$ cat src/rtl/ltrain_pkg.sv
package ltrain_pkg;

   localparam int unsigned STAT_BYTES = 6;
   localparam int unsigned STAT_W     = 8 * STAT_BYTES;
   localparam int unsigned ALIGN_BIT  = 16;

   localparam logic [1:0] PAT_OFF = 2'd0;
   localparam logic [1:0] PAT_CLK = 2'd1;
   localparam logic [1:0] PAT_EQ  = 2'd2;

   typedef enum logic [3:0] {
      ST_IDLE,
      ST_CR_CMT,
      ST_CR_CMT_W,
      ST_CR_WAIT,
      ST_CR_RD,
      ST_CR_RD_W,
      ST_CR_EVAL,
      ST_EQ_WAIT,
      ST_EQ_RD,
      ST_EQ_RD_W,
      ST_EQ_EVAL,
      ST_EQ_CMT,
      ST_EQ_CMT_W,
      ST_FINISH
   } seq_state_e;

   typedef struct packed {
      logic cr_all;
      logic eq_all;
      logic abort_swing;
      logic cr_lost;
   } lane_verdict_t;

endpackage

$ cat src/rtl/ltrain_wait.sv
module ltrain_wait #(
   parameter int unsigned CR_US = 100,
   parameter int unsigned EQ_US = 400
) (
   input  logic clk,
   input  logic rst_n,
   input  logic en,
   input  logic sel_eq,
   input  logic tick,
   output logic expired
);
   localparam int unsigned MAX_US = (EQ_US > CR_US) ? EQ_US : CR_US;
   localparam int unsigned CNT_W  = $clog2(MAX_US + 1);
   localparam logic [CNT_W-1:0] CR_LIM = CNT_W'(CR_US);
   localparam logic [CNT_W-1:0] EQ_LIM = CNT_W'(EQ_US);

   logic [CNT_W-1:0] cnt_q;
   logic [CNT_W-1:0] limit;

   assign limit = sel_eq ? EQ_LIM : CR_LIM;

   always_ff @(posedge clk or negedge rst_n) begin
      if (!rst_n) begin
         cnt_q <= '0;
      end else if (!en) begin
         cnt_q <= '0;
      end else if (tick && (cnt_q != limit)) begin
         cnt_q <= cnt_q + CNT_W'(1);
      end
   end

   assign expired = en && (cnt_q == limit);

endmodule

$ cat src/rtl/ltrain_lane_eval.sv
module ltrain_lane_eval
   import ltrain_pkg::*;
#(
   parameter int unsigned MAX_LANES = 4,
   parameter int unsigned LN_W      = 3
) (
   input  logic [STAT_W-1:0]    stat,
   input  logic [LN_W-1:0]      lanes,
   input  logic [MAX_LANES-1:0] maxsw,
   output lane_verdict_t        verdict
);
   logic [MAX_LANES-1:0] cr_ok;
   logic [MAX_LANES-1:0] eq_ok;
   logic                 abort_c;
   logic                 unused_bits;

   for (genvar g = 0; g < MAX_LANES; g++) begin : g_lane
      localparam int unsigned BASE = (g >> 1) * 8 + (g & 1) * 4;
      logic active;
      assign active   = (g < int'(lanes));
      assign cr_ok[g] = !active || stat[BASE];
      assign eq_ok[g] = !active || (stat[BASE+1] && stat[BASE+2]);
   end

   always_comb begin
      logic found;
      found   = 1'b0;
      abort_c = 1'b0;
      for (int i = 0; i < MAX_LANES; i++) begin
         if (!found && !cr_ok[i]) begin
            found   = 1'b1;
            abort_c = maxsw[i];
         end
      end
   end

   assign unused_bits = ^{stat[STAT_W-1:ALIGN_BIT+1], stat[ALIGN_BIT-1:0]};

   assign verdict.cr_all      = &cr_ok;
   assign verdict.eq_all      = stat[ALIGN_BIT] && (&eq_ok);
   assign verdict.abort_swing = abort_c;
   assign verdict.cr_lost     = !(&cr_ok);

endmodule

$ cat src/rtl/ltrain_seq.sv
module ltrain_seq
   import ltrain_pkg::*;
#(
   parameter int unsigned MAX_LANES    = 4,
   parameter int unsigned SWING_W      = 2,
   parameter int unsigned CR_WAIT_US   = 100,
   parameter int unsigned EQ_WAIT_US   = 400,
   parameter int unsigned CR_MAX_TRIES = 5,
   parameter int unsigned EQ_MAX_ITERS = 6,
   localparam int unsigned LN_W        = $clog2(MAX_LANES + 1)
) (
   input  logic                 clk,
   input  logic                 rst_n,
   input  logic                 start,
   input  logic [LN_W-1:0]      lane_num,
   input  logic                 us_tick,
   output logic                 commit_req,
   input  logic                 commit_ack,
   input  logic                 commit_err,
   input  logic [SWING_W-1:0]   cfg_swing0,
   input  logic [MAX_LANES-1:0] cfg_maxsw,
   output logic                 rd_req,
   input  logic                 rd_ack,
   input  logic                 rd_err,
   input  logic [47:0]          rd_data,
   output logic [1:0]           pattern,
   output logic                 busy,
   output logic                 done,
   output logic                 pass
);
   localparam int unsigned TRY_MAX = (CR_MAX_TRIES > EQ_MAX_ITERS) ? CR_MAX_TRIES : EQ_MAX_ITERS;
   localparam int unsigned TRY_W   = $clog2(TRY_MAX + 1);

   if (MAX_LANES < 1 || MAX_LANES > 4) begin : g_bad_lanes
      $error("MAX_LANES must be within 1..4 (status bytes 0..1 hold lane nibbles)");
   end
   if (CR_MAX_TRIES < 1 || EQ_MAX_ITERS < 1) begin : g_bad_tries
      $error("try limits must be at least 1");
   end
   if (CR_WAIT_US < 1 || EQ_WAIT_US < 1) begin : g_bad_wait
      $error("wait lengths must be at least 1 tick");
   end

   seq_state_e           state;
   logic [1:0]           pat_q;
   logic [TRY_W-1:0]     tries_q;
   logic [TRY_W-1:0]     cr_next_try;
   logic [SWING_W-1:0]   prev_sw_q;
   logic [SWING_W-1:0]   sw_q;
   logic [MAX_LANES-1:0] msw_q;
   logic [STAT_W-1:0]    stat_q;
   logic [LN_W-1:0]      lanes_q;
   logic                 eq_ok_q;
   logic                 cr_lost_q;
   logic                 ok_q;
   logic                 done_q;
   logic                 pass_q;
   logic                 wait_en;
   logic                 wait_over;
   lane_verdict_t        verdict;

   assign wait_en = (state == ST_CR_WAIT) || (state == ST_EQ_WAIT);

   ltrain_wait #(
      .CR_US (CR_WAIT_US),
      .EQ_US (EQ_WAIT_US)
   ) wait_i (
      .clk     (clk),
      .rst_n   (rst_n),
      .en      (wait_en),
      .sel_eq  (state == ST_EQ_WAIT),
      .tick    (us_tick),
      .expired (wait_over)
   );

   ltrain_lane_eval #(
      .MAX_LANES (MAX_LANES),
      .LN_W      (LN_W)
   ) eval_i (
      .stat    (stat_q),
      .lanes   (lanes_q),
      .maxsw   (msw_q),
      .verdict (verdict)
   );

   assign cr_next_try = (sw_q != prev_sw_q) ? TRY_W'(1) : tries_q + TRY_W'(1);

   always_ff @(posedge clk or negedge rst_n) begin
      if (!rst_n) begin
         state     <= ST_IDLE;
         pat_q     <= PAT_OFF;
         tries_q   <= '0;
         prev_sw_q <= '0;
         sw_q      <= '0;
         msw_q     <= '0;
         stat_q    <= '0;
         lanes_q   <= '0;
         eq_ok_q   <= 1'b0;
         cr_lost_q <= 1'b0;
         ok_q      <= 1'b0;
         done_q    <= 1'b0;
         pass_q    <= 1'b0;
      end else begin
         done_q <= 1'b0;
         unique case (state)
            ST_IDLE: begin
               if (start) begin
                  pat_q     <= PAT_CLK;
                  tries_q   <= '0;
                  prev_sw_q <= '0;
                  ok_q      <= 1'b0;
                  pass_q    <= 1'b0;
                  lanes_q   <= lane_num;
                  state     <= ST_CR_CMT;
               end
            end
            ST_CR_CMT: state <= ST_CR_CMT_W;
            ST_CR_CMT_W: begin
               if (commit_ack) begin
                  if (commit_err) begin
                     state <= ST_FINISH;
                  end else begin
                     sw_q  <= cfg_swing0;
                     msw_q <= cfg_maxsw;
                     state <= ST_CR_WAIT;
                  end
               end
            end
            ST_CR_WAIT: if (wait_over) state <= ST_CR_RD;
            ST_CR_RD:   state <= ST_CR_RD_W;
            ST_CR_RD_W: begin
               if (rd_ack) begin
                  if (rd_err) begin
                     state <= ST_FINISH;
                  end else begin
                     stat_q <= rd_data;
                     state  <= ST_CR_EVAL;
                  end
               end
            end
            ST_CR_EVAL: begin
               prev_sw_q <= sw_q;
               if (verdict.cr_all) begin
                  pat_q   <= PAT_EQ;
                  tries_q <= '0;
                  state   <= ST_EQ_WAIT;
               end else if (verdict.abort_swing) begin
                  state <= ST_FINISH;
               end else if (int'(cr_next_try) >= int'(CR_MAX_TRIES)) begin
                  state <= ST_FINISH;
               end else begin
                  tries_q <= cr_next_try;
                  state   <= ST_CR_CMT;
               end
            end
            ST_EQ_WAIT: if (wait_over) state <= ST_EQ_RD;
            ST_EQ_RD:   state <= ST_EQ_RD_W;
            ST_EQ_RD_W: begin
               if (rd_ack) begin
                  if (rd_err) begin
                     state <= ST_FINISH;
                  end else begin
                     stat_q <= rd_data;
                     state  <= ST_EQ_EVAL;
                  end
               end
            end
            ST_EQ_EVAL: begin
               eq_ok_q   <= verdict.eq_all;
               cr_lost_q <= verdict.cr_lost;
               state     <= ST_EQ_CMT;
            end
            ST_EQ_CMT: state <= ST_EQ_CMT_W;
            ST_EQ_CMT_W: begin
               if (commit_ack) begin
                  if (commit_err) begin
                     state <= ST_FINISH;
                  end else begin
                     sw_q  <= cfg_swing0;
                     msw_q <= cfg_maxsw;
                     if (eq_ok_q) begin
                        ok_q  <= 1'b1;
                        state <= ST_FINISH;
                     end else if (cr_lost_q) begin
                        state <= ST_FINISH;
                     end else if (int'(tries_q) + 1 >= int'(EQ_MAX_ITERS)) begin
                        state <= ST_FINISH;
                     end else begin
                        tries_q <= tries_q + TRY_W'(1);
                        state   <= ST_EQ_WAIT;
                     end
                  end
               end
            end
            ST_FINISH: begin
               pat_q  <= PAT_OFF;
               done_q <= 1'b1;
               pass_q <= ok_q;
               state  <= ST_IDLE;
            end
            default: state <= ST_IDLE;
         endcase
      end
   end

   assign commit_req = (state == ST_CR_CMT) || (state == ST_EQ_CMT);
   assign rd_req     = (state == ST_CR_RD) || (state == ST_EQ_RD);
   assign pattern    = pat_q;
   assign busy       = (state != ST_IDLE);
   assign done       = done_q;
   assign pass       = pass_q;

endmodule

$ cat config.mk
export PLATFORM = sky130hd
export DESIGN_NAME = ltrain_seq
export DESIGN_NICKNAME = d
export VERILOG_FILES = /design/src/rtl/ltrain_pkg.sv /design/src/rtl/ltrain_wait.sv /design/src/rtl/ltrain_lane_eval.sv /design/src/rtl/ltrain_seq.sv
export SDC_FILE = /design/constraint.sdc
export NUM_CORES = 1
export LEC_CHECK = 0
export ABC_AREA = 0
export BUFFER_PORTS_ARGS = -buffer_cell sky130_fd_sc_hd__buf_2
export CELL_PAD_IN_SITES_DETAIL_PLACEMENT = 0
export CELL_PAD_IN_SITES_GLOBAL_PLACEMENT = 1
export CORE_MARGIN = 2
export CORE_UTILIZATION = 36
export CTS_CLUSTER_DIAMETER = 80
export DETAILED_ROUTE_END_ITERATION = 7
export GPL_TIMING_DRIVEN = 0
export PLACE_DENSITY = 0.87
export SYNTH_ARGS = -nofsm -noshare
export SYNTH_HDL_FRONTEND = slang
export SYNTH_SLANG_ARGS = --single-unit
$ cat constraint.sdc
create_clock -name clk -period 2 [get_ports clk]
set_input_delay 0.2 -clock clk [delete_from_list [all_inputs] [get_ports clk]]
set_output_delay 0.2 -clock clk [all_outputs]
set_load 0.05 [all_outputs]
# [Yosys cells after proc, flatten, opt, wreduce, memory -nomap -nowiden]
# Index checks and enable logic that the tools add are counted.
[word_totals] ff_bits=51 input_bits=65 output_inout_bits=7 elab_cells=159
[op_classes] addsub=3 order_cmp=6 eq_ne=32 muxes=51 bitwise_logic=2 reduce_logical=51
[ops] cell="4-bit 2-to-1 mux" n=16
[ops] cell="4-bit one-hot mux with 13 select lines" n=1
[ops] cell="3-bit 2-to-1 mux" n=11
[ops] cell="9-bit 2-to-1 mux" n=3
[ops] cell="4-bit == test (second input constant)" n=6
[ops] cell="2-bit inequality test (second input constant)" n=12
[ops] cell="4-bit by 3-bit == test with 1-bit output (second input constant)" n=4
[ops] cell="1-bit 2-to-1 mux" n=12
[ops] cell="1-bit logical OR" n=11
[ops] cell="1-bit logical AND" n=10
[ops] cell="1-bit logical NOT" n=10
[ops] cell="9-bit by 1-bit adder with 9-bit output (second input constant)" n=1
[ops] cell="9-bit == test" n=1
[ops] cell="9-bit inequality test" n=1
[ops] cell="3-bit one-hot mux with 3 select lines" n=1
[ops] cell="3-bit AND reduction" n=3
[ops] cell="9-bit AND reduction" n=1
[ops] cell="4-bit by 2-bit == test with 1-bit output (second input constant)" n=2
[ops] cell="4-bit AND reduction" n=2
[ops] cell="7-bit AND reduction" n=1
[ops] cell="1-bit by 3-bit less-than comparator with 1-bit output (first input constant)" n=2
[ops] cell="2-bit by 3-bit less-than comparator with 1-bit output (first input constant)" n=2
[ops] cell="2-bit 2-to-1 mux" n=3
[ops] cell="3-bit by 2-bit inequality test with 1-bit output (second input constant)" n=2
[ops] cell="other kinds (18)" n=27

# [Depth between registers and ports, before layout]
# Gate-level depths: netlist of run 1.
[logic_depth] ltp_word=15 ltp_mapped=8 ltp_nobuf=8

# [By module]
# From an unflattened synthesis of run 1, not the netlist that was laid out.
[hier_totals] cells_unflattened=355 hier_area_um2=4215.3
[modules_own_cells] mod="ltrain_seq" n_inst=1 cells_each=263 area_per_inst_um2=3412.0 seq_area_each_um2=1826.8
[modules_own_cells] mod="ltrain_wait" n_inst=1 cells_each=65 area_per_inst_um2=643.1 seq_area_each_um2=225.2
[modules_own_cells] mod="ltrain_lane_eval" n_inst=1 cells_each=27 area_per_inst_um2=160.2 seq_area_each_um2=0.0

# [Least setup slack after synthesis of run 1]
# No wires, ideal clock.
[synth_path] path_kind="flip-flop to output port" from="register state[1]" to="output commit_req" arrival_time_ns=1.859 t_required_ns=1.800 path_slack_ns=-0.059 stages_incl_launch_ff=5 cell_sequence="dfrtp_1 buf_2 buf_2 xor2_1 nor3_1"
[synth_via] elab_chain_len=2
[synth_lines] item="start: declaration" line="ltrain_seq.sv:44" source="seq_state_e state;"
[synth_lines] item="start signal: assignment" line="ltrain_seq.sv:90" source="state <= ST_IDLE;"
[synth_lines] item="start signal: assignment" line="ltrain_seq.sv:114" source="state <= ST_CR_CMT;"
[synth_lines] item="start signal: assignment" line="ltrain_seq.sv:117" source="ST_CR_CMT: state <= ST_CR_CMT_W;"
[synth_lines] item="4-bit by 1-bit == test with 1-bit output or 4-bit == test (tied branches)" line="ltrain_seq.sv:206" source="assign commit_req = (state == ST_CR_CMT) || (state == ST_EQ_CMT);"
[synth_lines] item="1-bit logical OR (*)" line="ltrain_seq.sv:206"
[synth_lines] item="end: declaration" line="ltrain_seq.sv:17" source="output logic commit_req,"
# Mark *: on every way between the ends. The rest lies on a longest branch, timed or not.

# [Worst setup path in the final report of run 1]
[layout_path] from="register tries_q[0]" to="register tries_q[2]"
[layout_via] elab_chain_len=7
[layout_lines] item="start: declaration" line="ltrain_seq.sv:46" source="logic [TRY_W-1:0] tries_q;"
[layout_lines] item="start signal: assignment" line="ltrain_seq.sv:152" source="tries_q <= cr_next_try;"
[layout_lines] item="start signal: assignment" line="ltrain_seq.sv:189" source="tries_q <= tries_q + TRY_W'(1);"
[layout_lines] item="parallel branches: the longest is 7 deep, another holds 3-bit by 1-bit adder with 3-bit output"
# Parallel ways; which one is timed is not known. The select of a mux whose other input is x is not followed.
# A chain may end at the register's enable or synchronous reset.

==> flow_metrics.tcl, run 1 <==
set metrics [dict create \
    layout-drive-gt1-share_pct 31.9 \
    final-max-slew-violation-count 0 \
    numCtsBuffers 5 \
    clock_sinks 47 \
    port_buffers 36 \
    most-common-layout-cells "dfrtp_1 (44), buf_2 (43), nor2_1 (25), nand2_1 (23), o21ai_0 (15)" \
    tritoncts "yes" \
    worst_pin_slew_ns 1.05 \
    clock_latency_ns 0.29 \
    grt_pass1_wl_mm 10.5 \
    ant_nets 0 \
    htreeDepth 2 \
    r2r_end "tries_q[2]" \
    layout_min_cycle_time_ns 2.00 \
    power.density_nw_per_um2 1340 \
    final_common_cell "dfrtp_1" \
    grt-ovfl-total 0 \
    worstPathRequired_ns 2.21 \
    layout.nets 400 \
    ir_drop_mv 0.607 \
    yosys.area.top_type_share_pct 43.3 \
    postSynthAreaPerCell_um2 9.82 \
    path_class "reg2reg" \
    outcome "complete, but fails checks" \
    firstDrtPassIters 4 \
    dp_hpwl_mm 4.46 \
    ys_top_cells_by_area "dfrtp_1 (43%), mux2_2 (5.0%), mux2_1 (4.1%), nor2_1 (3.5%), xor2_1 (3.2%)" \
    holdWs_ns 0.0858 \
    drc 0 \
    path_clk_slew_ns 0.09 \
    wirelength_mm 6.22 \
    dp_slack_ns -0.217 \
    setup_slack_ns -0.00421 \
    r2r-start "tries_q[0]" \
    synthFlopType "dfrtp_1" \
    rsz0062_at_grt "true" \
    violations "negative setup slack" \
    worst-path-max-fanout 3 \
    die_h_um 90.9 \
    grt_use_total_pct 15.6 \
    synthCells 277 \
    syn2layout_area_growth_pct 21.7 \
    hold_viol 0 \
    drt_iter0_markers 157 \
    synth_edf_count 0 \
    p_leak_nw 1.44 \
    hold_path_class "in2async" \
    grt_max_degree 48 \
    gp_congestion 0.897 \
    rows 31 \
    synth_seq_area_share_pct 43.3 \
    finalCritPeriodShare_pct 100 \
    fin_skew_ns 0.00777 \
    final_core_util_pct 45.4 \
    worstSetupStartpointType "register" \
    arrival_ns 2.21 \
    rr_worst_depth 7 \
    drv_cap 0 \
    vias 2241 \
    dieArea_um2 8260 \
    core_um2 7290 \
    fp.dieW_um 90.9 \
    r2r_slack_ns -0.004 \
    synth.largest_area_cell "dfrtp_1" \
    root_buffer "clkbuf_8" \
    grt_antenna_before_repair 0 \
    syn_nets 346 \
    synth_warnings 0 \
    via_per_inst 5.20 \
    n_antenna_cell 0 \
    clockBufferDepth 2 \
    crit_path_end_kind "register" \
    yosysUniqueCellTypes 62 \
    grt_pass1_vias 2207 \
    fill_cells 732 \
    setup_tns_ns -0.00421 \
    ios 72 \
    yosys_register_bits 47 \
    async_flop_share_pct 100 \
    setup_viol 1 \
    postCtsHoldBufs 0 \
    wl_per_cell_um 14.4 \
    netlist_area_um2 2720 \
    slew_headroom_pct 30.0 \
    start_util_pct 37.3 \
    fmax_mhz 499 \
]
## cells in the mapped netlist (all sizes together), types with 2 or more instances
master   n
dfrtp   47
nor2    25
nand2   23
mux2    22
o21ai   19
nand3   13
a21oi   10
inv     10
nor3    10
xor2    10
buf      8
nor2b    8
nand2b   6
a211oi   4
ha       4
and3     3
o31ai    3
o32ai    3
or2      3
xnor2    3
a211o    2
a21boi   2
a21o     2
a22o     2
a32oi    2
and3b    2
nand3b   2
nand4    2
o211ai   2
o21a     2
o221ai   2
## registers in the layout (all words and copies together) (netlist names), 2 cells and up
name,cells
sw_q,2
pattern,2
tries_q,3
msw_q,4
prev_sw_q,2
stat_q,13
state,4
lanes_q,3
wait_i.cnt_q,9
## cell families (layout without fill, tap and decap cells)
| group | after synthesis | after routing | synth area share, % |
|---|---|---|---|
| AO/OA/AOI/OAI | 63 | 63 | 17.3 |
| XOR/XNOR | 13 | 13 | 4.19 |
| adder cells (fa/ha/maj) | 5 | 5 | 2.21 |
| buffers and inverters | 19 | 74 | 3.08 |
| flip-flops | 47 | 47 | 43.3 |
| multiplexers | 23 | 23 | 9.48 |
| AND/OR/NAND/NOR | 107 | 107 | 20.5 |
## power breakdown
part / leakage [nW] / switching [mW] / internal [mW]
combinational: 0.801 / 1.36 / 0.959
sequential: 0.602 / 0.265 / 1.28
clock: 0.0412 / 0.315 / 0.245
total: 1.44 / 1.94 / 2.49
## final cells by class
type / count / area, um^2 / area share, %
Multi-Input combinational cell: 211 / 1570 / 47.4
Sequential cell: 47 / 1180 / 35.7
Timing Repair Buffer: 47 / 267 / 8.06
Tap cell: 99 / 124 / 3.74
Clock buffer: 6 / 72.6 / 2.19
Buffer: 9 / 46.3 / 1.40
Inverter: 10 / 37.5 / 1.13
Clock inverter: 2 / 12.5 / 0.378
## metal layers
metal  GRT usage (%)  vias to the layer above  part of all wire [%]
met5               0                        -                     0
met2            25.2                       45                    48
met1            21.3                     1077                    47
li1                -                     1111                     -
met4            6.06                        0                   1.3
met3            2.17                        8                   3.6
## per-stage QoR
| stage | power (mW) | instance area (um^2) | std cells |
|---|---|---|---|
| floorplan | 3.14 | 2720 | 277 |
| global placement | 3.59 | 3030 | 412 |
| detailed placement | 3.63 | 3030 | 412 |
| CTS | 4.33 | 3230 | 428 |
| global route | 4.78 | 3310 | 431 |
| finish | 4.43 | 3310 | 431 |
## critical path, cell delays in order, from the launching register on
cell	delay, ns
dfrtp_2	0.47
ha_4	0.31
nor2b_4	0.14
o21a_2	0.13
nand2_1	0.05
a211o_1	0.32
or2_4	0.26
o32ai_2	0.24
## timing repair
action,4_1_cts,5_1_grt
gates cloned,0,0
setup endpoints to repair,20,15
resized for setup,9,12
pin swaps,8,5
setup buffers,8,3
## worst max-delay path by stage
stage	startpoint	end	slack (ns)
2_1_floorplan	state[0]	rd_req	0.02
3_3_place_gp	tries_q[0]	tries_q[2]	-0.22
3_5_place_dp	tries_q[0]	tries_q[2]	-0.22
4_1_cts	tries_q[1]	tries_q[2]	-0.008
5_1_grt	tries_q[0]	tries_q[1]	-0.07
6_report	tries_q[0]	tries_q[2]	-0.004
Power figures use the tool's default switching activity.
==> inputs of run 2 (changes only) <==
Settings changed: PLACE_DENSITY 0.87 to 0.85.
==> run 2 against run 1 <==
  * The run still ends with negative setup slack left
  * Setup slack got worse by 0.073 ns
  * Critical path depth unchanged
  * Sequential power hardly changed
  * Routed wire length rose by 2.3%
  * Count of clock-buffer cells in the layout unchanged
  * Clock skew increased by 0.0041 ns
  * Cell area rose by 0.49%
  * Sequential share of layout area down 0.17 points
  * Largest power group unchanged
==> flow_metrics.tcl, run 2 (synthesis gave the netlist of run 1 again) <==
set metrics [dict create \
    outcome "complete, but fails checks" \
    violations "negative setup slack" \
    grt_pass1_vias 2204 \
    fin_skew_ns 0.0119 \
    vias 2266 \
    finalInstanceArea_um2 3320 \
    grt_max_degree 48 \
    firstDrtPassIters 4 \
    hold_viol 0 \
    layout-drive-gt1-share_pct 33.1 \
    via_per_inst 5.22 \
    ant_nets 0 \
    n_antenna_cell 0 \
    wl_per_cell_um 14.7 \
    slew_headroom_pct 32.1 \
    worstPathRequired_ns 2.21 \
    layout_min_cycle_time_ns 2.08 \
    numCtsBuffers 5 \
    path_class "reg2reg" \
    final_common_cell "dfrtp_1" \
    largest_reg_flops 13 \
    final-max-slew-violation-count 0 \
    reg_top3 "stat_q (13), wait_i.cnt_q (9)" \
    worst_pin_slew_ns 1.02 \
    clock_sinks 47 \
    dieArea_um2 8260 \
    postCtsHoldBufs 0 \
    ir_drop_mv 0.651 \
    grt_use_total_pct 15.5 \
    port_buffers 36 \
    dpl_cell_area_um2 3030 \
    syn2layout_area_growth_pct 22.3 \
    gp_congestion 0.909 \
    root_buffer "clkbuf_8" \
    grt_antenna_before_repair 0 \
    clock_latency_ns 0.30 \
    core_um2 7290 \
    finalCritPeriodShare_pct 104 \
    drt_iter0_markers 122 \
    fmax_mhz 481 \
    grt_pass1_wl_mm 10.6 \
    rr_worst_depth 7 \
    regMostFlops "stat_q" \
    arrival_ns 2.29 \
    drc 0 \
    drv_cap 0 \
    htreeDepth 2 \
    worstSetupStartpointType "register" \
    worst-path-max-fanout 4 \
    rows 31 \
    path_clk_slew_ns 0.09 \
    rsz0062_at_grt "true" \
    die_h_um 90.9 \
    power.density_nw_per_um2 1340 \
    clockBufferDepth 2 \
    fp.dieW_um 90.9 \
    most-common-layout-cells "dfrtp_1 (44), buf_2 (43), nor2_1 (24), nand2_1 (23), buf_4 (15)" \
    start_util_pct 37.3 \
    crit_path_end_kind "register" \
    grt-ovfl-total 0 \
    tritoncts "yes" \
    hold_path_class "in2async" \
    layout.nets 403 \
    final_core_util_pct 45.6 \
    p_leak_nw 1.45 \
    setup_slack_ns -0.0771 \
    wirelength_mm 6.36 \
    ios 72 \
    setup_viol 3 \
    fill_cells 738 \
    dp_hpwl_mm 4.46 \
]
## run 2: cell type report
| class | instances | area, um^2 | area share, % |
|---|---|---|---|
| plain buffers | 9 | 46.3 | 1.39 |
| clock buffers | 6 | 72.6 | 2.18 |
| clock inverters | 2 | 12.5 | 0.376 |
| inverters | 10 | 37.5 | 1.13 |
| multi-input cells | 211 | 1570 | 47.1 |
| flip-flops and latches | 47 | 1180 | 35.5 |
| well taps | 99 | 124 | 3.73 |
| repair buffers | 50 | 285 | 8.58 |
## run 2: final timing paths
kind,from,to,slack [ns]
min in group clk,rd_data[16],stat_q[16],0.12
max in group asynchronous,rst_n,wait_i.cnt_q[2],1.25
hold / removal,rst_n,lanes_q[2],0.06
setup / recovery,tries_q[0],tries_q[2],-0.08
setup reg to reg,tries_q[0],tries_q[2],-0.08
hold reg to reg,stat_q[13],stat_q[13],0.50
## run 2: power breakdown
| group | switching, mW | internal, mW |
|---|---|---|
| combinational | 1.37 | 0.961 |
| clock | 0.334 | 0.245 |
| sequential | 0.270 | 1.28 |
## run 2: worst max-delay path, cell delays in order (launching register included)
cell and delay (ns):
dfrtp_2 0.47, buf_4 0.15, a311oi_2 0.26, o21a_2 0.20
nand2_1 0.06, a211o_1 0.31, or2_4 0.27, o32ai_2 0.27
## run 2: repair_timing
action | 4_1_cts | 5_1_grt
pin swaps | 3 | 5
endpoints found under the setup margin | 21 | 15
setup buffers | 8 | 6
resized for setup | 7 | 13
gates cloned | 0 | 0
## run 2: layer usage
metal | GRT usage, % | vias up | wire [um]
li1 | - | 1115 | -
met1 | 21.1 | 1094 | 2950
met2 | 25.2 | 51 | 3080
met3 | 2.67 | 6 | 252
met4 | 4.67 | 0 | 82
met5 | 0 | - | 0
## run 2: through the flow
stage	hold slack (ns)	worst slack, ns	cells	total power [mW]	TNS [ns]
floorplan	-0.0956	0.0216	277	3.14	0
global placement	0.416	-0.221	412	3.59	-1.07
detailed placement	0.425	-0.239	412	3.64	-1.52
CTS	0.103	-0.0220	428	4.35	-0.0220
global route	0.105	-0.171	434	4.80	-0.599
finish	0.0630	-0.0771	434	4.47	-0.114
==> inputs of run 3 (changes only) <==
Settings changed: CORE_MARGIN 2 to not set, CTS_CLUSTER_SIZE set to 30, RECOVER_POWER set to 100.
==> run 3 against run 2 <==
  * The flow now finishes without violations
  * Die area decreased by 4.4%
  * Setup slack better by 0.083 ns
  * Sequential power hardly changed
  * Sequential share of layout area shrank 0.45 points
  * Cell count rose by 0.92%
  * Worst hold slack gained 0.047 ns
  * Cell area up 1.3%
  * Register-to-register slack gained 0.08 ns
  * Critical path type unchanged
==> flow_metrics.tcl, run 3 (synthesis gave the netlist of run 1 again) <==
set metrics [dict create \
    outcome "complete, no violations" \
    finalCritPeriodShare_pct 99.7 \
    drc 0 \
    layout-drive-gt1-share_pct 32.4 \
    dieArea_um2 7900 \
    gp_congestion 0.847 \
    wl_per_cell_um 14.3 \
    ant_nets 0 \
    postCtsHoldBufs 0 \
    worstPathRequired_ns 2.21 \
    die_h_um 88.9 \
    grt_use_total_pct 16.9 \
    n_antenna_cell 0 \
    largest_reg_flops 13 \
    wirelength_mm 6.25 \
    grt-ovfl-total 0 \
    ir_drop_mv 0.602 \
    rows 31 \
    instances_no_fill 438 \
    htreeDepth 2 \
    drt_iter0_markers 130 \
    grt_pass1_vias 2179 \
    worstSetupStartpointType "register" \
    crit_path_end_kind "register" \
    power.density_nw_per_um2 1340 \
    core_um2 7290 \
    tritoncts "yes" \
    slew_headroom_pct 22.3 \
    fmax_mhz 501 \
    hold_viol 0 \
    p_leak_nw 1.47 \
    reg_top3 "stat_q (13), wait_i.cnt_q (9)" \
    firstDrtPassIters 4 \
    via_per_inst 5.21 \
    final-max-slew-violation-count 0 \
    grt_antenna_before_repair 0 \
    clockBufferDepth 2 \
    worst-path-max-fanout 3 \
    grt_max_degree 48 \
    setup_tns_ns 0 \
    setup_viol 0 \
    most-common-layout-cells "dfrtp_1 (44), buf_2 (38), nor2_1 (25), nand2_1 (23), buf_4 (16)" \
    root_buffer "clkbuf_8" \
    fin_skew_ns 0.00912 \
    rsz0062_at_grt "true" \
    numCtsBuffers 5 \
    dp_cells 412 \
    ios 72 \
    grt_pass1_wl_mm 10.3 \
    hold_path_class "in2reg" \
    final_common_cell "dfrtp_1" \
    vias 2280 \
    fill_cells 743 \
    dp_hpwl_mm 4.38 \
    regMostFlops "stat_q" \
    fp.dieW_um 88.9 \
    path_class "reg2reg" \
    finalInstanceArea_um2 3370 \
    arrival_ns 2.21 \
    layout.nets 407 \
    port_buffers 36 \
    start_util_pct 37.3 \
    path_clk_slew_ns 0.09 \
    worst_pin_slew_ns 1.17 \
    syn2layout_area_growth_pct 23.8 \
    clock_sinks 47 \
    layout_min_cycle_time_ns 1.99 \
    dpl_cell_area_um2 3030 \
    drv_cap 0 \
    clock_latency_ns 0.30 \
]
[run 3: cell count changes in the layout (fill, tap and decap cells not counted), sizes merged]
cell,previous run,this run
clkbuf,7,14
buf,58,56
clkinvlp,1,0
[run 3: worst max-delay path, stage by stage, from the launching register on]
cell,delay (ns)
dfrtp_2,0.43
inv_2,0.06
ha_4,0.29
nor2b_4,0.14
o21a_2,0.13
nand2_1,0.05
a211o_1,0.29
or2_4,0.27
o31ai_4,0.25
[run 3: worst paths after layout]
check | from | end | slack (ns) | cells past startpoint
setup / recovery | tries_q[1] | tries_q[1] | 0.005 | 8
hold / removal | rd_data[5] | stat_q[5] | 0.11 | 2
setup reg to reg | tries_q[1] | tries_q[1] | 0.005 | 8
hold reg to reg | stat_q[14] | stat_q[14] | 0.49 | 1
max in group asynchronous | rst_n | wait_i.cnt_q[2] | 1.10 | 1
min in group asynchronous | rst_n | ok_q | 0.13 | 1
[run 3: where the power goes]
part / total [mW] / switching (mW) / internal (mW)
Clock: 0.597 / 0.313 / 0.283
Combinational: 2.37 / 1.36 / 1.01
Sequential: 1.55 / 0.269 / 1.28
[run 3: what timing repair did]
| action | CTS | global route |
|---|---|---|
| resized for setup | 13 | 12 |
| buffers inserted | 8 | 10 |
| endpoints found under the setup margin | 18 | 13 |
| pin swaps | 6 | 4 |
[run 3: metrics by stage]
| stage | total power, mW | setup slack (ns) | util, % | hold slack (ns) |
|---|---|---|---|---|
| global route | 4.88 | -0.100 | 46.2 | 0.103 |
| global placement | 3.59 | -0.203 | 41.5 | 0.418 |
| CTS | 4.36 | -0.0215 | 44.7 | 0.101 |
| floorplan | 3.14 | 0.0216 | - | -0.0956 |
| detailed placement | 3.62 | -0.241 | 41.5 | 0.421 |
| finish | 4.52 | 0.00544 | 46.2 | 0.110 |
[run 3: layout make-up]
class                   count  area (um^2)  area share (%)
multi-input cells         211         1570            46.6
flip-flops and latches     47         1180            35.0
repair buffers             54          314            9.33
well taps                  99          124            3.68
clock buffers               7         86.3            2.56
plain buffers               9         46.3            1.37
inverters                  10         37.5            1.11
clock inverters             1         8.76           0.260
[run 3: routing by layer]
| metal | up-vias | GRT usage, % | routed length (um) |
|---|---|---|---|
| li1 | 1135 | - | - |
| met1 | 1096 | 23.0 | 2910 |
| met2 | 40 | 27.9 | 3010 |
| met3 | 9 | 2.95 | 226 |
| met4 | 0 | 4.84 | 94 |
| met5 | - | 0 | 0 |
